--- src/rtl/clksq_pkg.sv ---
package clksq_pkg;

    typedef enum logic [2:0] {
        ST_UNLOCKED = 3'd0,
        ST_HOLD     = 3'd1,
        ST_WAIT_ERR = 3'd2,
        ST_LOCKED   = 3'd3,
        ST_SETTLE   = 3'd4
    } seq_state_e;

    typedef struct packed {
        logic osc_in_en;
        logic osc_run;
        logic mck_en;
        logic mck_div2;
        logic clk_sel_pll;
        logic status;
    } seq_out_t;

endpackage

--- src/rtl/clksq_sync.sv ---
module clksq_sync #(
    parameter int WIDTH  = 3,
    parameter int STAGES = 2
) (
    input  logic             clk,
    input  logic             rst_n,
    input  logic [WIDTH-1:0] async_i,
    output logic [WIDTH-1:0] sync_o
);

    logic [WIDTH-1:0] stage_q [STAGES];

    generate
        for (genvar s = 0; s < STAGES; s++) begin : g_stage
            if (s == 0) begin : g_first
                always_ff @(posedge clk or negedge rst_n) begin
                    if (!rst_n) stage_q[s] <= '0;
                    else        stage_q[s] <= async_i;
                end
            end else begin : g_next
                always_ff @(posedge clk or negedge rst_n) begin
                    if (!rst_n) stage_q[s] <= '0;
                    else        stage_q[s] <= stage_q[s-1];
                end
            end
        end
    endgenerate

    assign sync_o = stage_q[STAGES-1];

endmodule

--- src/rtl/clksq_fsm.sv ---
module clksq_fsm
    import clksq_pkg::*;
#(
    parameter int PREAMBLE_CNT = 8,
    parameter int SETTLE_TICKS = 512
) (
    input  logic                            clk,
    input  logic                            rst_n,
    input  logic                            lock_s,
    input  logic                            err_s,
    input  logic                            pre_s,
    input  logic                            fs_tick,
    output seq_state_e                      st_d,
    output seq_state_e                      st_q,
    output logic [$clog2(PREAMBLE_CNT)-1:0] pre_cnt_q,
    output logic [$clog2(SETTLE_TICKS)-1:0] set_cnt_q
);

    localparam int PRE_W = $clog2(PREAMBLE_CNT);
    localparam int SET_W = $clog2(SETTLE_TICKS);
    localparam logic [PRE_W-1:0] PRE_LAST = PRE_W'(PREAMBLE_CNT - 1);
    localparam logic [SET_W-1:0] SET_LAST = SET_W'(SETTLE_TICKS - 1);

    typedef struct packed {
        seq_state_e       st;
        logic [PRE_W-1:0] pre;
        logic [SET_W-1:0] set;
        logic             pre_prev;
    } fsm_reg_t;

    fsm_reg_t r_d, r_q;
    logic     pre_rise;

    always_comb begin
        r_d          = r_q;
        r_d.pre_prev = pre_s;
        pre_rise     = pre_s & ~r_q.pre_prev;
        unique case (r_q.st)
            ST_UNLOCKED: begin
                if (lock_s) begin
                    r_d.st  = ST_HOLD;
                    r_d.pre = '0;
                end
            end
            ST_HOLD: begin
                if (!lock_s) begin
                    r_d.st  = ST_SETTLE;
                    r_d.set = '0;
                end else if (pre_rise) begin
                    if (r_q.pre == PRE_LAST) r_d.st = ST_WAIT_ERR;
                    else                     r_d.pre = r_q.pre + 1'b1;
                end
            end
            ST_WAIT_ERR: begin
                if (!lock_s) begin
                    r_d.st  = ST_SETTLE;
                    r_d.set = '0;
                end else if (!err_s) begin
                    r_d.st = ST_LOCKED;
                end
            end
            ST_LOCKED: begin
                if (!lock_s) begin
                    r_d.st  = ST_SETTLE;
                    r_d.set = '0;
                end
            end
            ST_SETTLE: begin
                if (lock_s) begin
                    r_d.st  = ST_HOLD;
                    r_d.pre = '0;
                end else if (fs_tick) begin
                    if (r_q.set == SET_LAST) r_d.st = ST_UNLOCKED;
                    else                     r_d.set = r_q.set + 1'b1;
                end
            end
            default: r_d.st = ST_UNLOCKED;
        endcase
    end

    always_ff @(posedge clk or negedge rst_n) begin
        if (!rst_n) begin
            r_q.st       <= ST_UNLOCKED;
            r_q.pre      <= '0;
            r_q.set      <= '0;
            r_q.pre_prev <= 1'b0;
        end else begin
            r_q <= r_d;
        end
    end

    assign st_d      = r_d.st;
    assign st_q      = r_q.st;
    assign pre_cnt_q = r_q.pre;
    assign set_cnt_q = r_q.set;

endmodule

--- src/rtl/clksq_outmap.sv ---
module clksq_outmap
    import clksq_pkg::*;
(
    input  logic       clk,
    input  logic       rst_n,
    input  seq_state_e st_d,
    input  logic       keep_run,
    input  logic       mck_gate,
    input  logic       mck_div2,
    input  logic       stat_inv,
    input  logic       stop,
    output seq_out_t   out_q
);

    seq_out_t out_d;
    logic     holdoff_done;
    logic     pll_phase;
    logic     stat_active;
    logic     osc_on;

    always_comb begin
        holdoff_done = (st_d == ST_WAIT_ERR) || (st_d == ST_LOCKED);
        pll_phase    = holdoff_done || (st_d == ST_HOLD);
        stat_active  = (st_d == ST_HOLD) || (st_d == ST_WAIT_ERR) ||
                       (st_d == ST_SETTLE);
        osc_on       = keep_run | ~holdoff_done;

        out_d.osc_in_en   = osc_on & ~stop;
        out_d.osc_run     = osc_on & ~stop;
        out_d.mck_en      = ~stop & (keep_run ? ~(mck_gate & pll_phase)
                                              : ~holdoff_done);
        out_d.mck_div2    = mck_div2;
        out_d.clk_sel_pll = holdoff_done & ~stop;
        out_d.status      = stat_inv ? stat_active : ~stat_active;
    end

    always_ff @(posedge clk or negedge rst_n) begin
        if (!rst_n) begin
            out_q.osc_in_en   <= 1'b1;
            out_q.osc_run     <= 1'b1;
            out_q.mck_en      <= 1'b1;
            out_q.mck_div2    <= 1'b0;
            out_q.clk_sel_pll <= 1'b0;
            out_q.status      <= 1'b1;
        end else begin
            out_q <= out_d;
        end
    end

endmodule

--- src/rtl/clk_src_seq.sv ---
module clk_src_seq
    import clksq_pkg::*;
#(
    parameter int PREAMBLE_CNT = 8,
    parameter int SETTLE_TICKS = 512,
    parameter int SYNC_STAGES  = 2
) (
    input  logic clk,
    input  logic rst_n,
    input  logic pll_lock_i,
    input  logic preamble_b_i,
    input  logic rx_err_i,
    input  logic fs_tick_i,
    input  logic cfg_keep_run_i,
    input  logic cfg_mck_gate_i,
    input  logic cfg_mck_div2_i,
    input  logic cfg_stat_inv_i,
    input  logic cfg_stop_i,
    output logic osc_in_en_o,
    output logic osc_run_o,
    output logic mck_en_o,
    output logic mck_div2_o,
    output logic clk_sel_pll_o,
    output logic status_o
);

    localparam int PRE_W = $clog2(PREAMBLE_CNT);
    localparam int SET_W = $clog2(SETTLE_TICKS);

    logic [2:0]       async_vec;
    logic [2:0]       sync_vec;
    logic             lock_s, err_s, pre_s;
    seq_state_e       st_d, st_q;
    logic [PRE_W-1:0] pre_cnt_q;
    logic [SET_W-1:0] set_cnt_q;
    seq_out_t         out_q;

    assign async_vec = {pll_lock_i, rx_err_i, preamble_b_i};
    assign {lock_s, err_s, pre_s} = sync_vec;

    clksq_sync #(.WIDTH(3), .STAGES(SYNC_STAGES)) u_sync (
        .clk     (clk),
        .rst_n   (rst_n),
        .async_i (async_vec),
        .sync_o  (sync_vec)
    );

    clksq_fsm #(.PREAMBLE_CNT(PREAMBLE_CNT), .SETTLE_TICKS(SETTLE_TICKS)) u_fsm (
        .clk       (clk),
        .rst_n     (rst_n),
        .lock_s    (lock_s),
        .err_s     (err_s),
        .pre_s     (pre_s),
        .fs_tick   (fs_tick_i),
        .st_d      (st_d),
        .st_q      (st_q),
        .pre_cnt_q (pre_cnt_q),
        .set_cnt_q (set_cnt_q)
    );

    clksq_outmap u_out (
        .clk      (clk),
        .rst_n    (rst_n),
        .st_d     (st_d),
        .keep_run (cfg_keep_run_i),
        .mck_gate (cfg_mck_gate_i),
        .mck_div2 (cfg_mck_div2_i),
        .stat_inv (cfg_stat_inv_i),
        .stop     (cfg_stop_i),
        .out_q    (out_q)
    );

    assign osc_in_en_o   = out_q.osc_in_en;
    assign osc_run_o     = out_q.osc_run;
    assign mck_en_o      = out_q.mck_en;
    assign mck_div2_o    = out_q.mck_div2;
    assign clk_sel_pll_o = out_q.clk_sel_pll;
    assign status_o      = out_q.status;

endmodule

--- config.mk ---
export PLATFORM = sky130hd
export DESIGN_NAME = clk_src_seq
export DESIGN_NICKNAME = d
export VERILOG_FILES = /design/src/rtl/clksq_pkg.sv /design/src/rtl/clksq_sync.sv /design/src/rtl/clksq_fsm.sv /design/src/rtl/clksq_outmap.sv /design/src/rtl/clk_src_seq.sv
export SDC_FILE = /design/constraint.sdc
export NUM_CORES = 1
export LEC_CHECK = 0
export BUFFER_PORTS_ARGS = -buffer_cell sky130_fd_sc_hd__buf_2
export CORE_MARGIN = 2
export CORE_UTILIZATION = 45
export CTS_BUF_LIST = sky130_fd_sc_hd__clkbuf_2 sky130_fd_sc_hd__clkbuf_4 sky130_fd_sc_hd__clkbuf_8
export CTS_CLUSTER_SIZE = 40
export DETAILED_ROUTE_END_ITERATION = 6
export HOLD_SLACK_MARGIN = 0.1
export SLEW_MARGIN = 15
export SYNTH_ARGS = -nofsm -noshare
export SYNTH_HDL_FRONTEND = slang
export SYNTH_SLANG_ARGS = --single-unit
--- constraint.sdc ---
create_clock -name clk -period 4.6 [get_ports clk]
set_input_delay 0.46 -clock clk [delete_from_list [all_inputs] [get_ports clk]]
set_output_delay 0.46 -clock clk [all_outputs]
set_load 0.005 [all_outputs]
== Word-level counts from Yosys, hierarchy flattened ==
Index checks and enable logic that the tools add are counted.

* Register bits after elaboration: 27
* Input port bits: 11
* Output and inout port bits: 6
* Word-level logic and storage cells: 75

* $add $sub $neg: 2
* Equality and inequality tests: 19
* Mux-type cells: 22
* Bitwise operators: 11
* Reductions and logical operators: 10

{| class="wikitable"
|+ Operator list
! cell !! count
|-
| $mux W9 || 4
|-
| $mux W3 || 11
|-
| $pmux W9 S2 || 1
|-
| $ne A2 B2 Y1 const B || 8
|-
| $pmux W3 S5 || 1
|-
| $eq A3 B2 Y1 const B || 4
|-
| $mux W6 || 2
|-
| $add A9 B1 Y9 const B || 1
|-
| $eq A3 B3 Y1 const B || 3
|-
| $eq A9 B9 Y1 const B || 1
|-
| $pmux W3 S3 || 1
|-
| $eq A3 B1 Y1 const B || 2
|-
| $reduce_and A6 Y1 || 1
|-
| $and A1 B1 Y1 || 5
|-
| $not A1 Y1 || 5
|-
| $reduce_and A5 Y1 || 1
|-
| $logic_or A1 B1 Y1 || 4
|-
| $add A3 B1 Y3 const B || 1
|-
| $logic_not A3 Y1 || 1
|-
| $reduce_bool A3 Y1 || 1
|-
| $reduce_or A3 Y1 || 1
|-
| $mux W1 || 2
|-
| $ne A2 B1 Y1 const B || 1
|-
| $reduce_bool A2 Y1 || 1
|-
| $or A1 B1 Y1 || 1
|}

== Longest topological paths before layout ==
Gate-level depths: netlist of the first run.

* Depth after elaboration: 12
* Mapped depth: 9
* Mapped depth without buffers: 8

== Cells and area by module ==
From an unflattened synthesis of the first run, not the netlist that was laid out.

* Cells, all modules: 141
* Area total of the unflattened synthesis: 1445.1 µm²

{| class="wikitable"
|+ By module, submodules not included
! module !! instances !! cells an instance !! area an instance (µm²) !! sequential area each (µm²)
|-
| clksq_fsm || 1 || 114 || 1066.0 || 400.4
|-
| clksq_outmap || 1 || 18 || 206.4 || 128.9
|-
| clksq_sync || 1 || 9 || 172.7 || 150.1
|}

== Worst setup path after synthesis of the first run ==
No wires, ideal clock.

* Path type: reg2reg
* Start: reg u_fsm.r_q, in the netlist u_fsm.set_cnt_q[0]
* End: reg u_fsm.r_q, in the netlist u_fsm.set_cnt_q[5]
* Library setup time: 0.140 ns
* Arrival: 1.709 ns
* Required time: 4.460 ns
* Slack: 2.751 ns
* Cell stages (with the launch flop): 10
* Buffers on the path: 1
* Period minus slack after synthesis: 1.849 ns
* Cells stage by stage: dfrtp_1 ha_1 nand3_1 nor2_1 ha_1 nand2b_1 clkbuf_1 nor4_4 xnor2_1 nor2_1

* Longest elaborated chain between the ends: 5
* Elaborated cells on any way between the ends: 8
* Those cells by class: 1 x add/sub; 2 x eq/ne; 4 x mux; 1 x reduce/logical

{| class="wikitable"
|+ Ends and longest elaborated chain
! item !! line !! source
|-
| from (decl) || clksq_fsm.sv:31 || <nowiki>fsm_reg_t r_d, r_q;</nowiki>
|-
| from (signal assigned) || clksq_fsm.sv:88 || <nowiki>r_q <= r_d;</nowiki>
|-
| $add A9 B1 Y9 || clksq_fsm.sv:74 || <nowiki>else r_d.set = r_q.set + 1'b1;</nowiki>
|-
| $mux W9 || clksq_fsm.sv:73 || <nowiki>if (r_q.set == SET_LAST) r_d.st = ST_UNLOCKED;</nowiki>
|-
| $mux W9 || clksq_fsm.sv:72 || <nowiki>end else if (fs_tick) begin</nowiki>
|-
| $mux W9 || clksq_fsm.sv:69 || <nowiki>if (lock_s) begin</nowiki>
|-
| $pmux W9 S2 || clksq_fsm.sv:38 || <nowiki>unique case (r_q.st)</nowiki>
|}

Parallel ways exist; a longest one is shown, timed or not. The select of a mux whose other input is x is not followed.
A chain may end at the register's enable or synchronous reset.

==> parameters.txt, run 1 <==
Parameter                              Value

Run status
  Status ... completed

Floorplanning
  Effective utilization at floorplan ... 47.64%
  Total I/O pin count ... 17
  CORE AREA ... 2758 um2
  Die span in x ... 58.03 um
  Total die area ... 3367 um2
  Die height ... 58.03 um
  Number of core rows ... 19

Clock network
  Clock root buffer ... clkbuf_4
  Number of hold-repair buffers added at the cts stage ... 0
  Number of CTS-inserted buffers ... 3
  Clock network latency to the later pin of the worst-skew pair ... 0.33 ns
  CTS tree ... done
  Gates resized, CTS repair ... 0
  CTS sink count ... 27
  H-Tree Depth ... 1
  Buffers inserted during post-CTS setup optimization ... 0
  CTS Buffer Depth ... 2
  Clock slew at reported path FFs ... 0.15 ns

GRT
  Antenna violations before repair ... 0
  Total congestion overflow after global routing ... 0
  All-Layer GR Usage ... 15.25%
  Maximum number of pins on one net before global-route repair ... 28
  First-pass GRT wire length ... between 3 and 4 mm
  Via count of the first global-routing pass ... 836

STA
  Setup tns final ... 0 ns
  Final-report max-slew violation count ... 0
  Clock period minus final worst setup slack ... 2.008 ns
  RSZ-0062 raised after global routing ... false
  Final-layout worst hold slack ... roughly 0.1 ns
  Highest achievable clock rate ... 497.9 MHz
  Final count of negative-setup-slack endpoints ... 0
  Relative max-transition margin ... a little over half
  Measured slew at the worst slew-check pin ... roughly 0.71 ns
  Clock Skew ... 0.007303 ns
  Endpoints failing hold ... 0
  Period utilization ... 43.66%

Route
  WL final ... 2.175 mm
  Number of remaining DRC errors ... 0
  Pre-antenna DRT Iters ... 4
  Via count of the routed design ... just under 900
  Detailed router's first-iteration violation count ... 15
  Routed via count divided by cell count ... ~5.4
  Mean routed wirelength per cell ... roughly 14 um
  Residual antenna-violating net count after detailed routing ... 0

Setup path
  Cell class contributing the biggest share of worst-path delay ... simple AND/OR/NAND/NOR gates
  Crit. Startpoint ... u_fsm.pre_cnt_q[0]
  CP Data Required Time ... 4.84 ns
  Critical path's most frequent cell ... ha_1
  Worst Path Max Fanout ... 6
  R2R Path Start ... u_fsm.pre_cnt_q[0]
  Buffers plus inverters on the worst setup path ... 0
  CP arrival ... 2.25 ns
  Launching element type of the critical path ... register
  Type of the setup path with the least slack ... reg2reg
  Largest stage delay, worst path ... 0.41 ns
  Cell breakdown of the critical path ... ha_1, ha_1, and4bb_1, o2bb2ai_1, and4b_1, nor4_1
  Crit path capture type ... register
  Library cell contributing the largest single delay on the critical path ... dfrtp_1

Power and ir drop
  Power density relative to cell area ... 307.5 nW/um2
  Cell leakage power ... 0.6776 nW
  IR Drop Worst-Case VDD ... 0.2667 mV
  Overall power ... 0.0004355 W

Yosys
  Synth cell types ... 40
  Number of synthesized flops with an enable pin ... 0
  Flip-flop cell with the highest count after synthesis ... dfrtp_1
  Share of the yosys chip area belonging to registers ... between 50% and 60%
  Area share of the largest cell type after synthesis ... 45.71%
  Most numerous cell in the Yosys netlist ... dfrtp_1
  Post-synthesis instance total ... approximately 120
  Yosys reg bits ... 27
  Number of warning messages in the yosys log ... 0
  Avg Inst Size Synth ... 11.33 um2
  Cell area after synthesis ... 1314 um2
  Net count of the mapped netlist ... 131
  Top cells by area in the synthesized netlist ... dfrtp_1 (46%), dfstp_2 (6.0%), nor4_4 (4.9%)
  Most used standard cells in the synthesized netlist ... dfrtp_1 (24), nor2_1 (9), nand3_1 (8)
  Top cell type by total area after synthesis ... dfrtp_1
  Proportion of synthesized flip-flops having asynchronous set or reset ... 100.0%

Finish
  Antenna fix cells ... 0
  Fillers ... ~250
  Share of layout cells above drive strength 1 ... 22.48%
  Combined flip-flop and latch cell area ... 679.4 um2
  Multi-input logic area ... 569.3 um2
  Area delta synth->final ... 7.810%
  Non-filler instance count after layout ... 160
  # nets final ... 145

Placed design
  Routability-driven placement congestion ratio ... 0.7446
  Half-perimeter wire length of the detailed placement result ... between 1.5 and 2 mm
  IO buf count ... 16
  Placed instance count ... ~160

Run
  MaxCap Viol Count ... 0

Min path
  Class of the tightest hold or removal check ... in2async
==> per-stage QoR <==
stage / utilization, % / setup WS [ns] / instance area, um2
final: 51.36 / 2.592 / 1416
after global routing: 51.36 / 2.413 / 1416
after CTS: 51.36 / 2.569 / 1416
after detailed placement: 50.27 / 2.613 / 1386
after global placement: 50.27 / 2.651 / 1386
after floorplan: - / 2.751 / 1314
==> per-layer routing <==
metal	share of wire, %	wire length, um	GRT usage [%]	vias to the layer above
li1	-	-	-	427
met1	47	1019	19.62	421
met2	48	1049	25.81	21
met3	4.3	93	4.464	2
met4	0.60	13	2.990	0
met5	0	0	0	-
==> report_power, final <==
part           total [W]  leakage, nW  switching (W)  internal, W
clock           0.000105       0.0139      0.0000721    0.0000333
combinational  0.0000596        0.319      0.0000341    0.0000255
sequential      0.000270        0.344      0.0000157     0.000255
==> area by class of cell <==
class	count	share of cell area, %
Inverter	5	1.325
Timing Repair Buffer	16	5.654
Clock buffer	3	1.590
Sequential cell	27	47.97
Tap cell	31	2.739
Multi-Input combinational cell	77	40.19
Clock inverter	1	0.5300
==> state kept, by name, summed over array words and instances, names as in the netlist <==
signal / flops
u_fsm.pre_cnt_q: 3
u_fsm.r_q: 1
u_fsm.set_cnt_q: 9
u_fsm.st_q: 3
u_out.out_q: 5
u_sync.stage_q: 3
u_sync.sync_o: 3
==> placed cells by master, fill, tap and decap left out, drive strengths merged <==
| cell | n |
|---|---|
| dfrtp | 24 |
| buf | 16 |
| nor2 | 9 |
| nand3 | 8 |
| nand2 | 6 |
| xnor2 | 6 |
| inv | 5 |
| nor3 | 5 |
| ha | 4 |
| nor4 | 4 |
| o21ai | 4 |
| nor2b | 3 |
| nand2b | 3 |
| and3 | 3 |
| clkbuf | 3 |
| dfstp | 3 |
| a211oi | 2 |
| a21oi | 2 |
| mux2 | 2 |
| a211o | 1 |
| and4bb | 1 |
| and3b | 1 |
| a32o | 1 |
| nand3b | 1 |
| o2bb2ai | 1 |
| nand4 | 1 |
| a21o | 1 |
| a2bb2oi | 1 |
| and4b | 1 |
| nor3b | 1 |
| nor4b | 1 |
| mux2i | 1 |
| or4b | 1 |
| or2 | 1 |
| or3 | 1 |
| clkinvlp | 1 |
==> worst paths after layout <==
kind,end,slack (ns),cells past startpoint
min in group clk,u_out.out_q[2],0.22,1
setup reg to reg,u_out.out_q[0],2.59,6
hold / removal,u_out.out_q[2],0.10,1
hold reg to reg,u_sync.sync_o[2],0.36,0
setup / recovery,u_out.out_q[0],2.59,6
max in group asynchronous,u_out.out_q[3],4.10,1
==> kinds of logic after synthesis <==
kind of cell	count (synthesis)	synth area share, %
compound gates	13	6.762
xor+xnor	6	4.000
fa+ha+maj	4	3.810
buf+inv	12	4.952
flops	27	51.71
mux	3	2.476
simple gates	51	26.29
(Power assumes the default switching activity.)
==> run 2: changes to the inputs <==
--- a/config.mk
+++ b/config.mk
@@ -5,6 +5,7 @@
 export SDC_FILE = /design/constraint.sdc
 export NUM_CORES = 1
 export LEC_CHECK = 0
+export ABC_AREA = 1
 export BUFFER_PORTS_ARGS = -buffer_cell sky130_fd_sc_hd__buf_2
 export CORE_MARGIN = 2
 export CORE_UTILIZATION = 45
@@ -12,6 +13,7 @@
 export CTS_CLUSTER_SIZE = 40
 export DETAILED_ROUTE_END_ITERATION = 6
 export HOLD_SLACK_MARGIN = 0.1
+export PLACE_DENSITY = 0.67
 export SLEW_MARGIN = 15
 export SYNTH_ARGS = -nofsm -noshare
 export SYNTH_HDL_FRONTEND = slang
==> constraint.sdc (replaced) <==
create_clock -name clk -period 1.8 [get_ports clk]
set_input_delay 0.18 -clock clk [delete_from_list [all_inputs] [get_ports clk]]
set_output_delay 0.18 -clock clk [all_outputs]
set_load 0.005 [all_outputs]
==> run 2 against run 1 <==
  * Power rose to 2.5 times the previous value
  * Largest cell class unchanged
  * Sequential cell count unchanged
  * Clock power rose to 2.5 times the previous value
  * Critical path type unchanged
  * Critical endpoint is now u_fsm.set_cnt_q[8]
  * Die area down 2.9%
==> parameters.txt, run 2 <==
Parameter                              Value

STA
  Final-report max-slew violation count ... 0 (unchanged)
  Period utilization ... 99.90% (+56 points)
  Highest achievable clock rate ... 556.1 MHz (+12%)
  Endpoints failing hold ... 0 (unchanged)
  Clock period minus final worst setup slack ... 1.798 ns (-0.2102 ns)
  Post-layout worst setup margin ... 0.001771 ns (-2.590 ns)
  Setup tns final ... 0 ns (unchanged)
  Measured slew at the worst slew-check pin ... 0.5770 ns (-0.1330 ns)
  Final count of negative-setup-slack endpoints ... 0 (unchanged)
  RSZ-0062 raised after global routing ... true
  Relative max-transition margin ... 61.53% (+9.2 points)
  Clock Skew ... 0.006906 ns (-0.0003974 ns)

Route
  Number of remaining DRC errors ... 0 (unchanged)
  WL final ... 2.429 mm (+12%)
  Pre-antenna DRT Iters ... 4 (unchanged)
  Detailed router's first-iteration violation count ... 39 (+24)
  Mean routed wirelength per cell ... 11.25 um (-17%)
  Routed via count divided by cell count ... 5.014 (-7.9%)
  Via count of the routed design ... 1083 (+24%)
  Residual antenna-violating net count after detailed routing ... 0 (unchanged)

Finish
  Area delta synth->final ... 24.19%
  Fillers ... 251 (-1.2%)
  Most frequent cells in the layout ... nand2_1 (29), dfrtp_1 (24), inv_1 (23)
  # nets final ... 201 (+39%)
  Non-filler instance count after layout ... 216 (+35%)
  Share of layout cells above drive strength 1 ... 25.41% (+2.9 points)
  Commonest non-fill, non-tap cell in the layout ... nand2_1
  Total non-filler cell area in the finished layout ... 1580 um2 (+12%)
  Antenna fix cells ... 0 (unchanged)
  Largest register FFs ... 9 (unchanged)

Placed design
  Placed Area ... 1418 um2 (+2.3%)
  Half-perimeter wire length of the detailed placement result ... 1.748 mm (+7.8%)
  Placed instance count ... 202 (+29%)
  IO buf count ... 16 (unchanged)
  Routability-driven placement congestion ratio ... 0.8408 (+13%)
  Worst slack at placement ... -0.04317 ns (-2.656 ns)

GRT
  Via count of the first global-routing pass ... 976 (+17%)
  Maximum number of pins on one net before global-route repair ... 28 (unchanged)
  All-Layer GR Usage ... 15.47% (+0.22 points)
  Total congestion overflow after global routing ... 0 (unchanged)
  First-pass GRT wire length ... 4.008 mm (+2.6%)
  Antenna violations before repair ... 0 (unchanged)

Yosys
  Share of the yosys chip area belonging to registers ... 53.39% (+1.7 points)
  Synth Area in Compound Gates ... 6.686% (-0.076 points)
  Post-synthesis share of cell area spent on xor and xnor gates ... 0% (-4.0 points)
  Yosys reg bits ... 27 (unchanged)
  Post-synthesis simple-gate area fraction ... 27.14% (+0.85 points)
  Mux share of post-synthesis cell area ... 0% (-2.5 points)
  Most used standard cells in the synthesized netlist ... nand2_1 (31), dfrtp_1 (24), inv_1 (24)
  Flip-flop cell with the highest count after synthesis ... dfrtp_1
  Synth cell types ... 19 (-53%)
  Proportion of synthesized flip-flops having asynchronous set or reset ... 100.0% (unchanged)
  Top cells by area in the synthesized netlist ... dfrtp_1 (47%), nand2_1 (9.1%), inv_1 (7.1%)
  Avg Inst Size Synth ... 8.427 um2 (-26%)
  Adder-cell area share of the yosys netlist ... 3.933% (+0.12 points)
  Cell area after synthesis ... 1272 um2 (-3.1%)
  Area share of the largest cell type after synthesis ... 47.20% (+1.5 points)
  Number of warning messages in the yosys log ... 0 (unchanged)
  Largest family of logic cells by synthesized area ... simple AND/OR/NAND/NOR gates
  Top cell type by total area after synthesis ... dfrtp_1
  Net count of the mapped netlist ... 166 (+27%)
  Most numerous cell in the Yosys netlist ... nand2_1
  Post-synthesis instance total ... 151 (+30%)
  Number of synthesized flops with an enable pin ... 0 (unchanged)

Floorplanning
  Total I/O pin count ... 17 (unchanged)
  Die span in x ... 57.18 um (-1.5%)
  Die height ... 57.18 um (-1.5%)
  Total die area ... 3269 um2 (-2.9%)
  CORE AREA ... 2710 um2 (-1.7%)
  Number of core rows ... 19 (unchanged)
  Effective utilization at floorplan ... 46.95% (-0.69 points)

Setup path
  Type of the setup path with the least slack ... reg2reg
  R2R Path Start ... u_fsm.set_cnt_q[1]
  Crit. Startpoint ... u_fsm.set_cnt_q[1]
  Endpoint of the worst-slack reg-to-reg timing path ... u_fsm.set_cnt_q[8]
  Launching element type of the critical path ... register
  Crit path capture type ... register
  CP arrival ... 2.01 ns (-0.24 ns)
  CP Data Required Time ... 2.02 ns (-2.82 ns)
  Logic depth of the worst register-to-register path ... 12 (+6)
  Worst Path Max Fanout ... 5 (-1)
  Timing endpoint of the critical path ... u_fsm.set_cnt_q[8]
  Reg-to-reg slack, setup ... 0.002 ns (-2.59 ns)

Clock network
  CTS tree ... done
  Number of CTS-inserted buffers ... 3 (unchanged)
  H-Tree Depth ... 1 (unchanged)
  Clock root buffer ... clkbuf_4
  CTS sink count ... 27 (unchanged)
  Clock slew at reported path FFs ... 0.14 ns (about the same)
  CTS Buffer Depth ... 2 (unchanged)
  Clock network latency to the later pin of the worst-skew pair ... 0.31 ns (-0.02 ns)

Power and ir drop
  IR Drop Worst-Case VDD ... 0.5217 mV (+96%)
  Cell leakage power ... 0.8074 nW (+19%)
  Power density relative to cell area ... 690.9 nW/um2 (+120%)

Run status
  Status ... completed

Run
  MaxCap Viol Count ... 0 (unchanged)

Min path
  Class of the tightest hold or removal check ... in2reg
run 2: changes by cell type after synthesis, sizes merged, moves of 4 or more:
cell,change
inv,+20
nor2,+14
nand2,+26
nand4,+6
o21ai,+9
nor4,-4
xnor2,-6
run 2: timing repair:
item | 4_1_cts | 5_1_grt
setup buffers | 0 | 2
endpoints found under the setup margin | 4 | 12
pin swaps | 2 | 4
hold buffers | 7 | 0
hold endpoints to repair | 30 | 0
cloned | 1 | 0
gates resized for setup | 5 | 12
run 2: cell type report:
type / count / area, um2 / share of cell area [%]
Sequential cell: 27 / 679.4 / 42.99
Inverter: 25 / 93.84 / 5.938
Tap cell: 31 / 38.79 / 2.454
Clock buffer: 4 / 30.03 / 1.900
Multi-Input combinational cell: 98 / 524.3 / 33.17
Timing Repair Buffer: 31 / 214.0 / 13.54
run 2: metal layers:
metal	vias up	share of wire, %	global-route usage [%]
met2	21	49	26.60
met5	-	0	0
met3	4	4.2	2.721
li1	548	-	-
met1	510	45	20.18
met4	0	1.4	4.319
run 2: per-stage QoR:
stage / hold slack, ns / total power [W] / utilization, %
after detailed placement: 0.2174 / 0.0008064 / 52.31
final: 0.1333 / 0.001092 / 58.31
after floorplan: -0.1156 / 0.0007465 / -
after CTS: 0.1398 / 0.001091 / 56.65
after global placement: 0.2203 / 0.0008004 / 52.31
after global routing: 0.1605 / 0.001146 / 58.31
run 2: where the power goes:
| group | internal (W) | switching, W |
|---|---|---|
| sequential | 0.000639 | 0.0000202 |
| combinational | 0.0000740 | 0.0000923 |
| clock | 0.000101 | 0.000164 |
| total | 0.000815 | 0.000277 |
run 2: how the worst min path moves through the flow:
stage,startpoint,to,slack (ns),depth (start not counted)
after floorplan,rst_n,u_fsm.pre_cnt_q[0],-0.12,0
after global placement,rst_n,u_fsm.set_cnt_q[6],0.22,1
after detailed placement,rst_n,u_fsm.pre_cnt_q[2],0.22,1
after CTS,cfg_mck_gate_i,u_out.out_q[3],0.14,4
after global routing,cfg_mck_gate_i,u_out.out_q[3],0.16,4
final,cfg_mck_gate_i,u_out.out_q[3],0.13,4
run 2: cell families after synthesis:
kind of cell | count (synthesis)
flip-flops | 27
AO/OA/AOI/OAI | 17
adder cells (fa/ha/maj) | 4
AND/OR/NAND/NOR | 76
buffers and inverters | 27
run 2: worst max-delay path: stages (launching register included):
cell and delay (ns):
dfrtp_1 0.39, ha_2 0.19, nand2_2 0.07, nor2_2 0.10
nand4_1 0.10, nor2_1 0.13, ha_2 0.20, nor2_2 0.06
nand3_4 0.12, nand2_4 0.09, buf_4 0.15, nand3_1 0.06
nand2_1 0.05
==> run 3: changes to the inputs <==
--- a/config.mk
+++ b/config.mk
@@ -7,6 +7,7 @@
 export LEC_CHECK = 0
 export ABC_AREA = 1
 export BUFFER_PORTS_ARGS = -buffer_cell sky130_fd_sc_hd__buf_2
+export CAP_MARGIN = 5
 export CORE_MARGIN = 2
 export CORE_UTILIZATION = 45
 export CTS_BUF_LIST = sky130_fd_sc_hd__clkbuf_2 sky130_fd_sc_hd__clkbuf_4 sky130_fd_sc_hd__clkbuf_8
@@ -14,6 +15,7 @@
 export DETAILED_ROUTE_END_ITERATION = 6
 export HOLD_SLACK_MARGIN = 0.1
 export PLACE_DENSITY = 0.67
+export RECOVER_POWER = 50
 export SLEW_MARGIN = 15
 export SYNTH_ARGS = -nofsm -noshare
 export SYNTH_HDL_FRONTEND = slang
==> run 3 against run 2 <==
  * Count of clock-buffer cells in the layout stayed put
  * Wire length about the same
  * Clock skew unchanged
  * First-iteration DRC count stayed put
  * Sequential cell count did not move
  * Clock power about the same
  * Largest power group unchanged
  * Highest routed layer unchanged
==> parameters.txt, run 3 (same netlist as run 2, synthesis figures left out) <==
Parameter                              Value

STA
  Relative max-transition margin ... 7.783% (-54 points)
  RSZ-0062 raised after global routing ... true
  Final-report max-slew violation count ... 0 (unchanged)
  Clock period minus final worst setup slack ... 1.798 ns (unchanged)
  Endpoints failing hold ... 0 (unchanged)
  Measured slew at the worst slew-check pin ... 1.383 ns (+0.8063 ns)
  Highest achievable clock rate ... 556.1 MHz (unchanged)
  Clock Skew ... 0.006906 ns (unchanged)
  Final count of negative-setup-slack endpoints ... 0 (unchanged)
  Period utilization ... 99.90% (unchanged)

Route
  Pre-antenna DRT Iters ... 4 (unchanged)
  WL final ... 2.427 mm (about the same)
  Routed via count divided by cell count ... 5.014 (unchanged)
  Residual antenna-violating net count after detailed routing ... 0 (unchanged)
  Detailed router's first-iteration violation count ... 39 (unchanged)
  Mean routed wirelength per cell ... 11.24 um (about the same)
  Via count of the routed design ... 1083 (unchanged)
  Number of remaining DRC errors ... 0 (unchanged)

Clock network
  Clock slew at reported path FFs ... 0.14 ns (about the same)
  CTS Buffer Depth ... 2 (unchanged)
  Clock network latency to the later pin of the worst-skew pair ... 0.31 ns (about the same)
  CTS tree ... done
  Number of CTS-inserted buffers ... 3 (unchanged)
  H-Tree Depth ... 1 (unchanged)
  CTS sink count ... 27 (unchanged)
  Clock root buffer ... clkbuf_4

Finish
  Final Util ... 58.26% (about the same)
  Non-filler instance count after layout ... 216 (unchanged)
  # nets final ... 201 (unchanged)
  Most frequent cells in the layout ... nand2_1 (29), dfrtp_1 (24), inv_1 (23)
  Share of layout cells above drive strength 1 ... 24.86% (-0.54 points)
  Largest register FFs ... 9 (unchanged)
  Commonest non-fill, non-tap cell in the layout ... nand2_1
  Area delta synth->final ... 24.09% (about the same)
  Antenna fix cells ... 0 (unchanged)

Run
  MaxCap Viol Count ... 0 (unchanged)

GRT
  Via count of the first global-routing pass ... 976 (unchanged)
  Antenna violations before repair ... 0 (unchanged)
  All-Layer GR Usage ... 15.47% (unchanged)
  Maximum number of pins on one net before global-route repair ... 28 (unchanged)
  First-pass GRT wire length ... 4.008 mm (unchanged)
  Total congestion overflow after global routing ... 0 (unchanged)

Floorplanning
  Effective utilization at floorplan ... 46.95% (unchanged)
  Number of core rows ... 19 (unchanged)
  Die span in x ... 57.18 um (unchanged)
  Total die area ... 3269 um2 (unchanged)
  Die height ... 57.18 um (unchanged)
  Total I/O pin count ... 17 (unchanged)
  CORE AREA ... 2710 um2 (unchanged)

Placed design
  Placed instance count ... 202 (unchanged)
  IO buf count ... 16 (unchanged)
  Routability-driven placement congestion ratio ... 0.8408 (unchanged)
  Half-perimeter wire length of the detailed placement result ... 1.748 mm (unchanged)

Setup path
  Crit path capture type ... register
  CP arrival ... 2.01 ns (about the same)
  Logic depth of the worst register-to-register path ... 12 (unchanged)
  Type of the setup path with the least slack ... reg2reg
  CP Data Required Time ... 2.02 ns (about the same)
  Worst Path Max Fanout ... 5 (unchanged)
  Launching element type of the critical path ... register

Power and ir drop
  IR Drop Worst-Case VDD ... 0.5216 mV (about the same)
  Part of the power in combinational logic ... 15.2% (about the same)
  Cell leakage power ... 0.8047 nW (-0.34%)
  Switching pwr ... 0.0002770 W (about the same)
  Switching share of power ... 25.38% (about the same)
  Share of total power in sequential cells ... 60.4% (about the same)
  Power density relative to cell area ... 691.2 nW/um2 (about the same)
  Clock Power Share ... 24.4% (about the same)
  Internal portion of total power ... 0.0008145 W (about the same)

Run status
  Status ... completed

Min path
  Hold path depth ... 4 (unchanged)
  Class of the tightest hold or removal check ... in2reg
[run 3: cell types whose count changed in the layout (fill, tap and decap cells not counted), sizes merged]
cell    before  now
buf         24   23
clkbuf       4    5
[run 3: power groups by stage]
stage,clock [W],combinational (W),sequential (W)
after floorplan,0,0.0000747,0.000672
after global routing,0.000294,0.000188,0.000665
final,0.000266,0.000166,0.000660
after CTS,0.000279,0.000152,0.000660
after detailed placement,0,0.000135,0.000671
after global placement,0,0.000131,0.000669
[run 3: what timing repair did]
item / in CTS / in global routing
resized for setup: 5 / 12
hold buffers: 7 / 0
pin swaps: 2 / 4
buffers inserted: 0 / 2
hold endpoints to repair: 30 / 0
gates cloned: 1 / 0
setup endpoints to repair: 4 / 12
[run 3: area by class of cell]
class                   instances  area [um2]
clock buffers                   4       30.03
fillers                       251        1131
inverters                      25       93.84
multi-input cells              98       524.3
flip-flops and latches         27       679.4
well taps                      31       38.79
repair buffers                 31       212.7
[run 3: metrics by stage]
stage,hold WS [ns],cell area (um2),power [W],setup WS (ns),TNS [ns]
after floorplan,-0.1156,1272,0.0007465,0.02720,0
after global placement,0.2203,1418,0.0008004,0.02237,0
after detailed placement,0.2174,1418,0.0008064,-0.04317,-0.06255
after CTS,0.1398,1535,0.001091,0.009259,0
after global routing,0.1605,1579,0.001146,-0.1013,-0.7652
final,0.1333,1579,0.001091,0.001771,0
[run 3: critical path, cell delays in order, from the launching register on]
cell     delay [ns]
dfrtp_1        0.39
ha_2           0.19
nand2_2        0.07
nor2_2         0.10
nand4_1        0.10
nor2_1         0.13
ha_2           0.20
nor2_2         0.06
nand3_4        0.12
nand2_4        0.09
buf_4          0.15
nand3_1        0.06
nand2_1        0.05
[run 3: worst paths after layout]
path | slack [ns] | from | to
worst min-delay path | 0.13 | cfg_mck_gate_i | u_out.out_q[3]
worst max-delay path | 0.002 | u_fsm.set_cnt_q[1] | u_fsm.set_cnt_q[8]
max in group asynchronous | 0.30 | rst_n | u_fsm.st_q[1]
worst min register to register | 0.36 | u_sync.stage_q[3] | u_sync.sync_o[0]
min in group asynchronous | 0.69 | rst_n | u_fsm.set_cnt_q[6]
worst max register to register | 0.002 | u_fsm.set_cnt_q[1] | u_fsm.set_cnt_q[8]
[run 3: routing by layer]
layer  GRT usage (%)  up-vias  routed length [um]
met4           4.319        0                  35
met1           20.18      510                1087
met5               0        -                   0
met3           2.721        4                 103
li1                -      548                   -
met2           26.60       21                1201
